**config.mk**
```make
export PLATFORM = sky130hd
export DESIGN_NAME = rxep_buffer
export DESIGN_NICKNAME = d
export VERILOG_FILES = /design/src/rtl/rxep_pkg.sv /design/src/rtl/rxep_slot_mem.sv /design/src/rtl/rxep_fill.sv /design/src/rtl/rxep_ctrl.sv /design/src/rtl/rxep_buffer.sv
export SDC_FILE = /design/constraint.sdc
export NUM_CORES = 1
export LEC_CHECK = 0
export CORE_MARGIN = 3
export CORE_UTILIZATION = 30
export DETAILED_ROUTE_END_ITERATION = 6
export DONT_BUFFER_PORTS = 1
export PLACE_DENSITY = 0.43
export SLEW_MARGIN = 20
export SYNTH_ARGS = -nofsm -noshare
export SYNTH_HDL_FRONTEND = slang
export SYNTH_SLANG_ARGS = --single-unit
```
**constraint.sdc**
```tcl
create_clock -name clk -period 3.3 [get_ports clk]
set_input_delay 0.66 -clock clk [delete_from_list [all_inputs] [get_ports clk]]
set_output_delay 0.66 -clock clk [all_outputs]
set_load 0.1 [all_outputs]
```
**src/rtl/rxep_pkg.sv**
```systemverilog
package rxep_pkg;
    localparam int BYTE_W    = 8;
    localparam int MAXP_W    = 11;
    localparam int CSR_W     = 5;
    localparam int CSR_RDY   = 0;
    localparam int CSR_DERR  = 1;
    localparam int CSR_FULL  = 2;
    localparam int CSR_OVR   = 3;
    localparam int CSR_FLUSH = 4;
endpackage

```
**src/rtl/rxep_slot_mem.sv**
```systemverilog
module rxep_slot_mem #(
    parameter int SLOTS     = 2,
    parameter int PKT_BYTES = 64,
    localparam int SLOT_W   = (SLOTS > 1) ? $clog2(SLOTS) : 1,
    localparam int IDX_W    = (PKT_BYTES > 1) ? $clog2(PKT_BYTES) : 1
) (
    input  logic                       clk,
    input  logic                       we,
    input  logic [SLOT_W-1:0]          wr_slot,
    input  logic [IDX_W-1:0]           wr_idx,
    input  logic [rxep_pkg::BYTE_W-1:0] wr_byte,
    input  logic [SLOT_W-1:0]          rd_slot,
    input  logic [IDX_W-1:0]           rd_idx,
    output logic [rxep_pkg::BYTE_W-1:0] rd_byte
);
    logic [rxep_pkg::BYTE_W-1:0] slot_out [SLOTS];

    for (genvar g = 0; g < SLOTS; g++) begin : g_slot
        logic [rxep_pkg::BYTE_W-1:0] bytes_q [PKT_BYTES];

        always_ff @(posedge clk) begin
            if (we && (wr_slot == SLOT_W'(g))) begin
                bytes_q[wr_idx] <= wr_byte;
            end
        end

        assign slot_out[g] = bytes_q[rd_idx];
    end

    assign rd_byte = slot_out[rd_slot];
endmodule

```
**src/rtl/rxep_fill.sv**
```systemverilog
module rxep_fill #(
    parameter int SLOTS     = 2,
    parameter int PKT_BYTES = 64,
    localparam int SLOT_W   = (SLOTS > 1) ? $clog2(SLOTS) : 1,
    localparam int IDX_W    = (PKT_BYTES > 1) ? $clog2(PKT_BYTES) : 1,
    localparam int PTR_W    = $clog2(PKT_BYTES + 1)
) (
    input  logic               clk,
    input  logic               rst_n,
    input  logic               cfg_iso,
    input  logic               full,
    input  logic               wr_valid,
    input  logic               pkt_end,
    input  logic               pkt_bad,
    output logic               mem_we,
    output logic [SLOT_W-1:0]  mem_slot,
    output logic [IDX_W-1:0]   mem_idx,
    output logic               commit,
    output logic [PTR_W-1:0]   commit_len,
    output logic               commit_err,
    output logic               ovr_set,
    output logic               nak
);
    typedef struct packed {
        logic              in_pkt;
        logic              dropping;
        logic [PTR_W-1:0]  wr_ptr;
        logic [SLOT_W-1:0] wr_slot;
        logic              nak;
    } fill_t;

    fill_t fill_q, fill_d;
    logic  drop_now;
    logic  has_room;

    always_comb begin
        fill_d   = fill_q;
        fill_d.nak = 1'b0;
        drop_now = fill_q.in_pkt ? fill_q.dropping : full;
        has_room = fill_q.wr_ptr < PTR_W'(PKT_BYTES);
        mem_we   = wr_valid && !pkt_end && !drop_now && has_room;
        commit   = pkt_end && !drop_now && !(pkt_bad && !cfg_iso);
        ovr_set  = pkt_end && drop_now && cfg_iso;

        if (wr_valid && !pkt_end) begin
            fill_d.in_pkt   = 1'b1;
            fill_d.dropping = drop_now;
            if (mem_we) begin
                fill_d.wr_ptr = fill_q.wr_ptr + PTR_W'(1);
            end
        end

        if (pkt_end) begin
            fill_d.in_pkt   = 1'b0;
            fill_d.dropping = 1'b0;
            fill_d.wr_ptr   = '0;
            fill_d.nak      = drop_now && !cfg_iso;
            if (commit) begin
                fill_d.wr_slot = (fill_q.wr_slot == SLOT_W'(SLOTS - 1)) ?
                                 '0 : fill_q.wr_slot + SLOT_W'(1);
            end
        end
    end

    always_ff @(posedge clk or negedge rst_n) begin
        if (!rst_n) begin
            fill_q <= '0;
        end else begin
            fill_q <= fill_d;
        end
    end

    assign mem_slot   = fill_q.wr_slot;
    assign mem_idx    = fill_q.wr_ptr[IDX_W-1:0];
    assign commit_len = fill_q.wr_ptr;
    assign commit_err = pkt_bad && cfg_iso;
    assign nak        = fill_q.nak;
endmodule

```
**src/rtl/rxep_ctrl.sv**
```systemverilog
module rxep_ctrl #(
    parameter int SLOTS     = 2,
    parameter int PKT_BYTES = 64,
    localparam int SLOT_W   = (SLOTS > 1) ? $clog2(SLOTS) : 1,
    localparam int IDX_W    = (PKT_BYTES > 1) ? $clog2(PKT_BYTES) : 1,
    localparam int PTR_W    = $clog2(PKT_BYTES + 1),
    localparam int CNT_W    = $clog2(SLOTS + 1)
) (
    input  logic                              clk,
    input  logic                              rst_n,
    input  logic                              cfg_iso,
    input  logic                              cfg_autoclr,
    input  logic                              cfg_dbl,
    input  logic [rxep_pkg::MAXP_W-1:0]       cfg_maxp,
    input  logic                              commit,
    input  logic [PTR_W-1:0]                  commit_len,
    input  logic                              commit_err,
    input  logic                              ovr_set,
    input  logic                              csr_wr,
    input  logic [rxep_pkg::CSR_W-1:0]        csr_wdata,
    input  logic                              rd_en,
    input  logic                              irq_ack,
    output logic                              full,
    output logic [SLOT_W-1:0]                 rd_slot,
    output logic [IDX_W-1:0]                  rd_idx,
    output logic [rxep_pkg::CSR_W-1:0]        csr_rdata,
    output logic [rxep_pkg::MAXP_W-1:0]       rx_count,
    output logic                              irq_pend
);
    import rxep_pkg::*;

    typedef struct packed {
        logic [CNT_W-1:0]              count;
        logic [SLOT_W-1:0]             rd_slot;
        logic [PTR_W-1:0]              rd_ptr;
        logic                          ready;
        logic                          over;
        logic                          irq;
        logic [SLOTS-1:0][PTR_W-1:0]   len;
        logic [SLOTS-1:0]              err;
    } ctrl_t;

    ctrl_t             st_q, st_d;
    logic [CNT_W-1:0]  cap;
    logic              rd_fire;
    logic              auto_rel;
    logic              sw_rel;
    logic              release_pkt;
    logic [SLOT_W-1:0] in_slot;
    int unsigned       slot_sum;

    always_comb begin
        st_d        = st_q;
        cap         = cfg_dbl ? CNT_W'(SLOTS) : CNT_W'(1);
        rd_fire     = rd_en && st_q.ready;
        auto_rel    = rd_fire && cfg_autoclr &&
                      ((MAXP_W'(st_q.rd_ptr) + MAXP_W'(1)) == cfg_maxp);
        sw_rel      = csr_wr && st_q.ready &&
                      (csr_wdata[CSR_FLUSH] || !csr_wdata[CSR_RDY]);
        release_pkt = auto_rel || sw_rel;

        slot_sum = int'(st_q.rd_slot) + int'(st_q.count);
        if (slot_sum >= SLOTS) begin
            slot_sum = slot_sum - SLOTS;
        end
        in_slot = SLOT_W'(slot_sum);

        if (commit) begin
            st_d.len[in_slot] = commit_len;
            st_d.err[in_slot] = commit_err;
        end

        st_d.count = st_q.count + CNT_W'(commit) - CNT_W'(release_pkt);

        if (release_pkt) begin
            st_d.rd_ptr  = '0;
            st_d.rd_slot = (st_q.rd_slot == SLOT_W'(SLOTS - 1)) ?
                           '0 : st_q.rd_slot + SLOT_W'(1);
        end else if (rd_fire) begin
            st_d.rd_ptr = st_q.rd_ptr + PTR_W'(1);
        end

        st_d.ready = !release_pkt && (st_q.count != '0);

        if (!st_q.ready && st_d.ready) begin
            st_d.irq = 1'b1;
        end else if (irq_ack) begin
            st_d.irq = 1'b0;
        end

        if (ovr_set) begin
            st_d.over = 1'b1;
        end else if (csr_wr && !csr_wdata[CSR_OVR]) begin
            st_d.over = 1'b0;
        end
    end

    always_ff @(posedge clk or negedge rst_n) begin
        if (!rst_n) begin
            st_q <= '0;
        end else begin
            st_q <= st_d;
        end
    end

    assign full    = st_q.count >= cap;
    assign rd_slot = st_q.rd_slot;
    assign rd_idx  = st_q.rd_ptr[IDX_W-1:0];

    always_comb begin
        csr_rdata            = '0;
        csr_rdata[CSR_RDY]   = st_q.ready;
        csr_rdata[CSR_DERR]  = cfg_iso && st_q.ready && st_q.err[st_q.rd_slot];
        csr_rdata[CSR_FULL]  = full;
        csr_rdata[CSR_OVR]   = cfg_iso && st_q.over;
        rx_count = st_q.ready ? MAXP_W'(st_q.len[st_q.rd_slot]) : '0;
    end

    assign irq_pend = st_q.irq;
endmodule

```
**src/rtl/rxep_buffer.sv**
```systemverilog
module rxep_buffer #(
    parameter int SLOTS     = 2,
    parameter int PKT_BYTES = 64
) (
    input  logic         clk,
    input  logic         rst_n,
    input  logic         cfg_iso,
    input  logic         cfg_autoclr,
    input  logic         cfg_dbl,
    input  logic [10:0]  cfg_maxp,
    input  logic         usb_wr_valid,
    input  logic [7:0]   usb_wr_byte,
    input  logic         usb_pkt_end,
    input  logic         usb_pkt_bad,
    output logic         usb_nak,
    input  logic         csr_wr,
    input  logic [4:0]   csr_wdata,
    output logic [4:0]   csr_rdata,
    input  logic         cpu_rd_en,
    output logic [7:0]   cpu_rd_byte,
    output logic [10:0]  rx_count,
    input  logic         irq_ack,
    output logic         irq_pend
);
    localparam int SLOT_W = (SLOTS > 1) ? $clog2(SLOTS) : 1;
    localparam int IDX_W  = (PKT_BYTES > 1) ? $clog2(PKT_BYTES) : 1;
    localparam int PTR_W  = $clog2(PKT_BYTES + 1);

    logic              full;
    logic              mem_we;
    logic [SLOT_W-1:0] mem_slot;
    logic [IDX_W-1:0]  mem_idx;
    logic              commit;
    logic [PTR_W-1:0]  commit_len;
    logic              commit_err;
    logic              ovr_set;
    logic [SLOT_W-1:0] rd_slot;
    logic [IDX_W-1:0]  rd_idx;

    rxep_fill #(.SLOTS(SLOTS), .PKT_BYTES(PKT_BYTES)) u_fill (
        .clk        (clk),
        .rst_n      (rst_n),
        .cfg_iso    (cfg_iso),
        .full       (full),
        .wr_valid   (usb_wr_valid),
        .pkt_end    (usb_pkt_end),
        .pkt_bad    (usb_pkt_bad),
        .mem_we     (mem_we),
        .mem_slot   (mem_slot),
        .mem_idx    (mem_idx),
        .commit     (commit),
        .commit_len (commit_len),
        .commit_err (commit_err),
        .ovr_set    (ovr_set),
        .nak        (usb_nak)
    );

    rxep_slot_mem #(.SLOTS(SLOTS), .PKT_BYTES(PKT_BYTES)) u_mem (
        .clk     (clk),
        .we      (mem_we),
        .wr_slot (mem_slot),
        .wr_idx  (mem_idx),
        .wr_byte (usb_wr_byte),
        .rd_slot (rd_slot),
        .rd_idx  (rd_idx),
        .rd_byte (cpu_rd_byte)
    );

    rxep_ctrl #(.SLOTS(SLOTS), .PKT_BYTES(PKT_BYTES)) u_ctrl (
        .clk         (clk),
        .rst_n       (rst_n),
        .cfg_iso     (cfg_iso),
        .cfg_autoclr (cfg_autoclr),
        .cfg_dbl     (cfg_dbl),
        .cfg_maxp    (cfg_maxp),
        .commit      (commit),
        .commit_len  (commit_len),
        .commit_err  (commit_err),
        .ovr_set     (ovr_set),
        .csr_wr      (csr_wr),
        .csr_wdata   (csr_wdata),
        .rd_en       (cpu_rd_en),
        .irq_ack     (irq_ack),
        .full        (full),
        .rd_slot     (rd_slot),
        .rd_idx      (rd_idx),
        .csr_rdata   (csr_rdata),
        .rx_count    (rx_count),
        .irq_pend    (irq_pend)
    );
endmodule

```
==> impl_metrics.py <==
metrics = {
    "global_route": {
        "grt_pass1_wl_mm": 169,
        "antenna_found_initial": 1,
        "grt_max_degree": 129,
        "track_usage_pct": 16.2,
        "overflow": 0,
        "grt_pass1_vias": 22600,
    },
    "floorplan": {
        "die_area_mm2": 0.145,
        "die_x_um": 380,
        "coreArea_mm2": 0.138,
        "start_util_pct": 30.4,
        "std_cell_rows": 136,
        "boundaryPins": 61,
        "die_y_um": 380,
    },
    "clock_tree": {
        "cts_sinks": 1064,
        "clock_latency_ps": 730,
        "cts_max_path_buffers": 3,
        "clk_pin_slew_ps": 60,
        "clockRootBuffer": "clkbuf_16",
        "cts_tree": "built",
        "numCtsBuffers": 114,
        "h-tree-depth": 3,
    },
    "layout": {
        "register_area_mm2": 0.0318,
        "multiInputGateArea_mm2": 0.0101,
        "nFillCells": 12500,
        "final_layout_size_suffix_gt1_share_pct": 38.8,
        "nets": 2503,
        "syn2layout_area_growth_pct": 24.9,
    },
    "detailed_routing": {
        "drt_wl_total_mm": 119,
        "drtIter0Drc": 1619,
        "drtPass1Iterations": 5,
        "avgViaCountPerCell": 4.81,
        "wl_per_cell_um": 26.8,
        "dr_total_vias": 21300,
        "remaining_drc_errors": 0,
        "final_antenna_net_count": 0,
    },
    "critical_path": {
        "cp_data_required_time_ps": 2640,
        "startpoint_type": "register",
        "crit_arrival_ps": 3620,
        "path_class": "register to output pin",
        "r2r_setup_slack_ps": 270,
        "cpPeakStageDelay_ps": 600,
        "cp-end-kind": "output pin",
        "cp_cell_sequence": "buf_12, buf_16, buf_4, mux2i_1, a221oi_2, a2111oi_2, buf_4, buf_4, a221oi_4, buf_12",
        "critPathSlowestCell": "a221oi_4",
        "crit_top_cell": "buf_4",
        "critical_path_peak_fanout": 6,
    },
    "timing": {
        "fmax_mhz": 234,
        "finalHoldViolations": 0,
        "tightest_slew_ps": 1040,
        "maxSlewHeadroom_pct": 30.5,
        "drv_slew": 0,
        "rsz0062_at_grt": "true",
        "finalSetupTns_ps": -7540,
        "post-route-min-period_ps": 4280,
        "setup_viol_count_final": 8,
        "fin_skew_ps": 21.2,
        "finalWorstSetupSlack_ps": -980,
        "min_period_over_period_pct": 130,
    },
    "logic_synthesis": {
        "synthCells": 2019,
        "ys_types": 54,
        "synthArstFlopShare_pct": 3.76,
        "synth_commonest_cells": "edfxtp_1, mux4_2, nor2_1",
        "synth_xor_area_share_pct": 0.542,
        "ys_seq_area_share_pct": 75.5,
        "synthFlopType": "edfxtp_1",
        "yosys.area.top_type": "edfxtp_1",
        "syn_area_per_cell_um2": 20.8,
        "ys_seq_elements": 1064,
        "syn_area_mm2": 0.0421,
        "yosys_warnings": 0,
        "synth_edf_count": 1024,
        "synth_top_family_by_area": "multiplexers",
        "synthAdderAreaFrac_pct": 0.179,
        "synthMuxAreaShare_pct": 16.5,
        "synth_most_common_cell": "edfxtp_1",
        "synthSimpleGateAreaFrac_pct": 3.39,
        "synth-compound-area-share_pct": 1.98,
        "synth_area_leaders": "edfxtp_1, mux4_2, dfrtp_1",
        "yosysTopAreaCellShare_pct": 73.1,
    },
    "placement": {
        "gp_congestion": 0.782,
        "pre_cts_ws_ps": -591,
        "io_buffers": 0,
        "dp_hpwl_mm": 73.3,
    },
    "min_path": {
        "hp-class": "input port to register",
    },
    "run": {
        "cap_viol_max_count": 0,
    },
    "status": {
        "status": "complete, but fails checks",
        "violations": "negative setup slack",
    },
    "power_and_ir_drop": {
        "powerDensity_mw_per_mm2": 754,
        "peakVddDrop_v": 0.00137,
        "p_leak_nw": 17.0,
    },
}
layout by cell type, fill, tap and decap left out, types with 6 or more instances in the layout:
master and count:
ha_1 6, nand2b_1 9, nor2b_1 13, a22oi_1 26, a22oi_2 10, dlygate4sd3_1 14
dfrtp_1 34, bufinv_16 16, inv_1 11, clkbuf_1 14, xnor2_1 21, mux2i_1 69
clkinv_1 23, a21oi_1 16, nor3_1 6, clkinv_2 26, a211oi_1 10, clkbuf_16 124
buf_12 51, nor2b_2 10, buf_6 12, buf_4 352, buf_16 9, edfxtp_1 1024
nor2_2 11, mux4_2 264, nor2_1 153, nand2_1 28, mux2_2 18, nand3_1 39
mux2i_2 6
critical path, delay by kind of cell, from the launching register on:
kind            cells  cell delay [ps]
flops               1              530
buf+inv             6             1050
compound gates      3             1170
mux                 1              150
metrics by stage:
stage          hold slack [ps]  cells  cell area (um^2)  power, mW  utilization, %
3_5_place_dp               366   4154             47300       25.3            34.2
2_1_floorplan              364   2023             42200       21.5               -
3_3_place_gp               366   4154             47300       25.3            34.2
6_report                  69.0   4426             52500       39.6            38.0
5_1_grt                   15.9   4421             52500       41.0            37.9
4_1_cts                   1.42   4404             52100       39.7            37.6
where the power goes:
group          total (mW)  internal [mW]  switching, mW
Sequential           15.1           14.9          0.218
Combinational        11.2           5.41           5.74
Clock                13.3           7.96           5.33
path summary, 6_finish.rpt:
path                       cells after the start        startpoint                end
setup / recovery                              10  u_ctrl.rd_idx[0]     cpu_rd_byte[6]
min in group asynchronous                      2             rst_n    u_ctrl.irq_pend
max in group asynchronous                      2             rst_n   u_ctrl.rd_idx[2]
hold / removal                                 2      usb_wr_valid  u_fill.fill_q[10]
setup reg to reg                              13  u_ctrl.rd_idx[0]    u_ctrl.st_q[28]
hold reg to reg                                1    u_ctrl.st_q[1]     u_ctrl.st_q[1]
cells by family (layout without fill, tap and decap cells):
kind of cell               after synthesis  in the layout
AOI/OAI and AO/OA                      115            115
xor gates and xnor gates                26             26
adders and majority gates                6              6
buffers and inverters                  135            670
DFF                                   1064           1064
muxes                                  359            359
other                                    1             10
and+or+nand+nor                        313            313
sequential cells by signal (all words and copies together), names as in the netlist:
register	flops
u_fill.commit_len	7
u_ctrl.irq_pend	1
u_fill.fill_q	2
u_mem.g_slot.bytes_q	1024
u_ctrl.st_q	20
u_ctrl.rd_slot	1
u_fill.mem_slot	1
u_ctrl.rd_idx	6
u_ctrl.csr_rdata	1
u_fill.nak	1
cell type report:
class	count	share of cell area [%]
Sequential cell	1064	60.5
Multi-Input combinational cell	824	19.2
Timing Repair Buffer	446	8.27
Clock buffer	137	5.94
Tap cell	1863	4.44
Clock inverter	75	1.54
Inverter	12	0.0858
Antenna cell	5	0.0238
metal layers:
layer	routed length, um	up-vias	track usage, %
li1	-	9221	-
met1	50800	11300	21.7
met2	58100	560	26.6
met3	7450	144	4.01
met4	2380	0	3.99
met5	0	-	0
what timing repair did:
item | in CTS | in global routing
endpoints found under the setup margin | 9 | 9
pin swaps | 18 | 31
resized for setup | 76 | 47
hold endpoints to repair | 138 | 22
hold buffers | 14 | 3
setup buffers | 21 | 17
gates cloned | 4 | 2
Note: power is estimated with default switching activity, not from simulation.
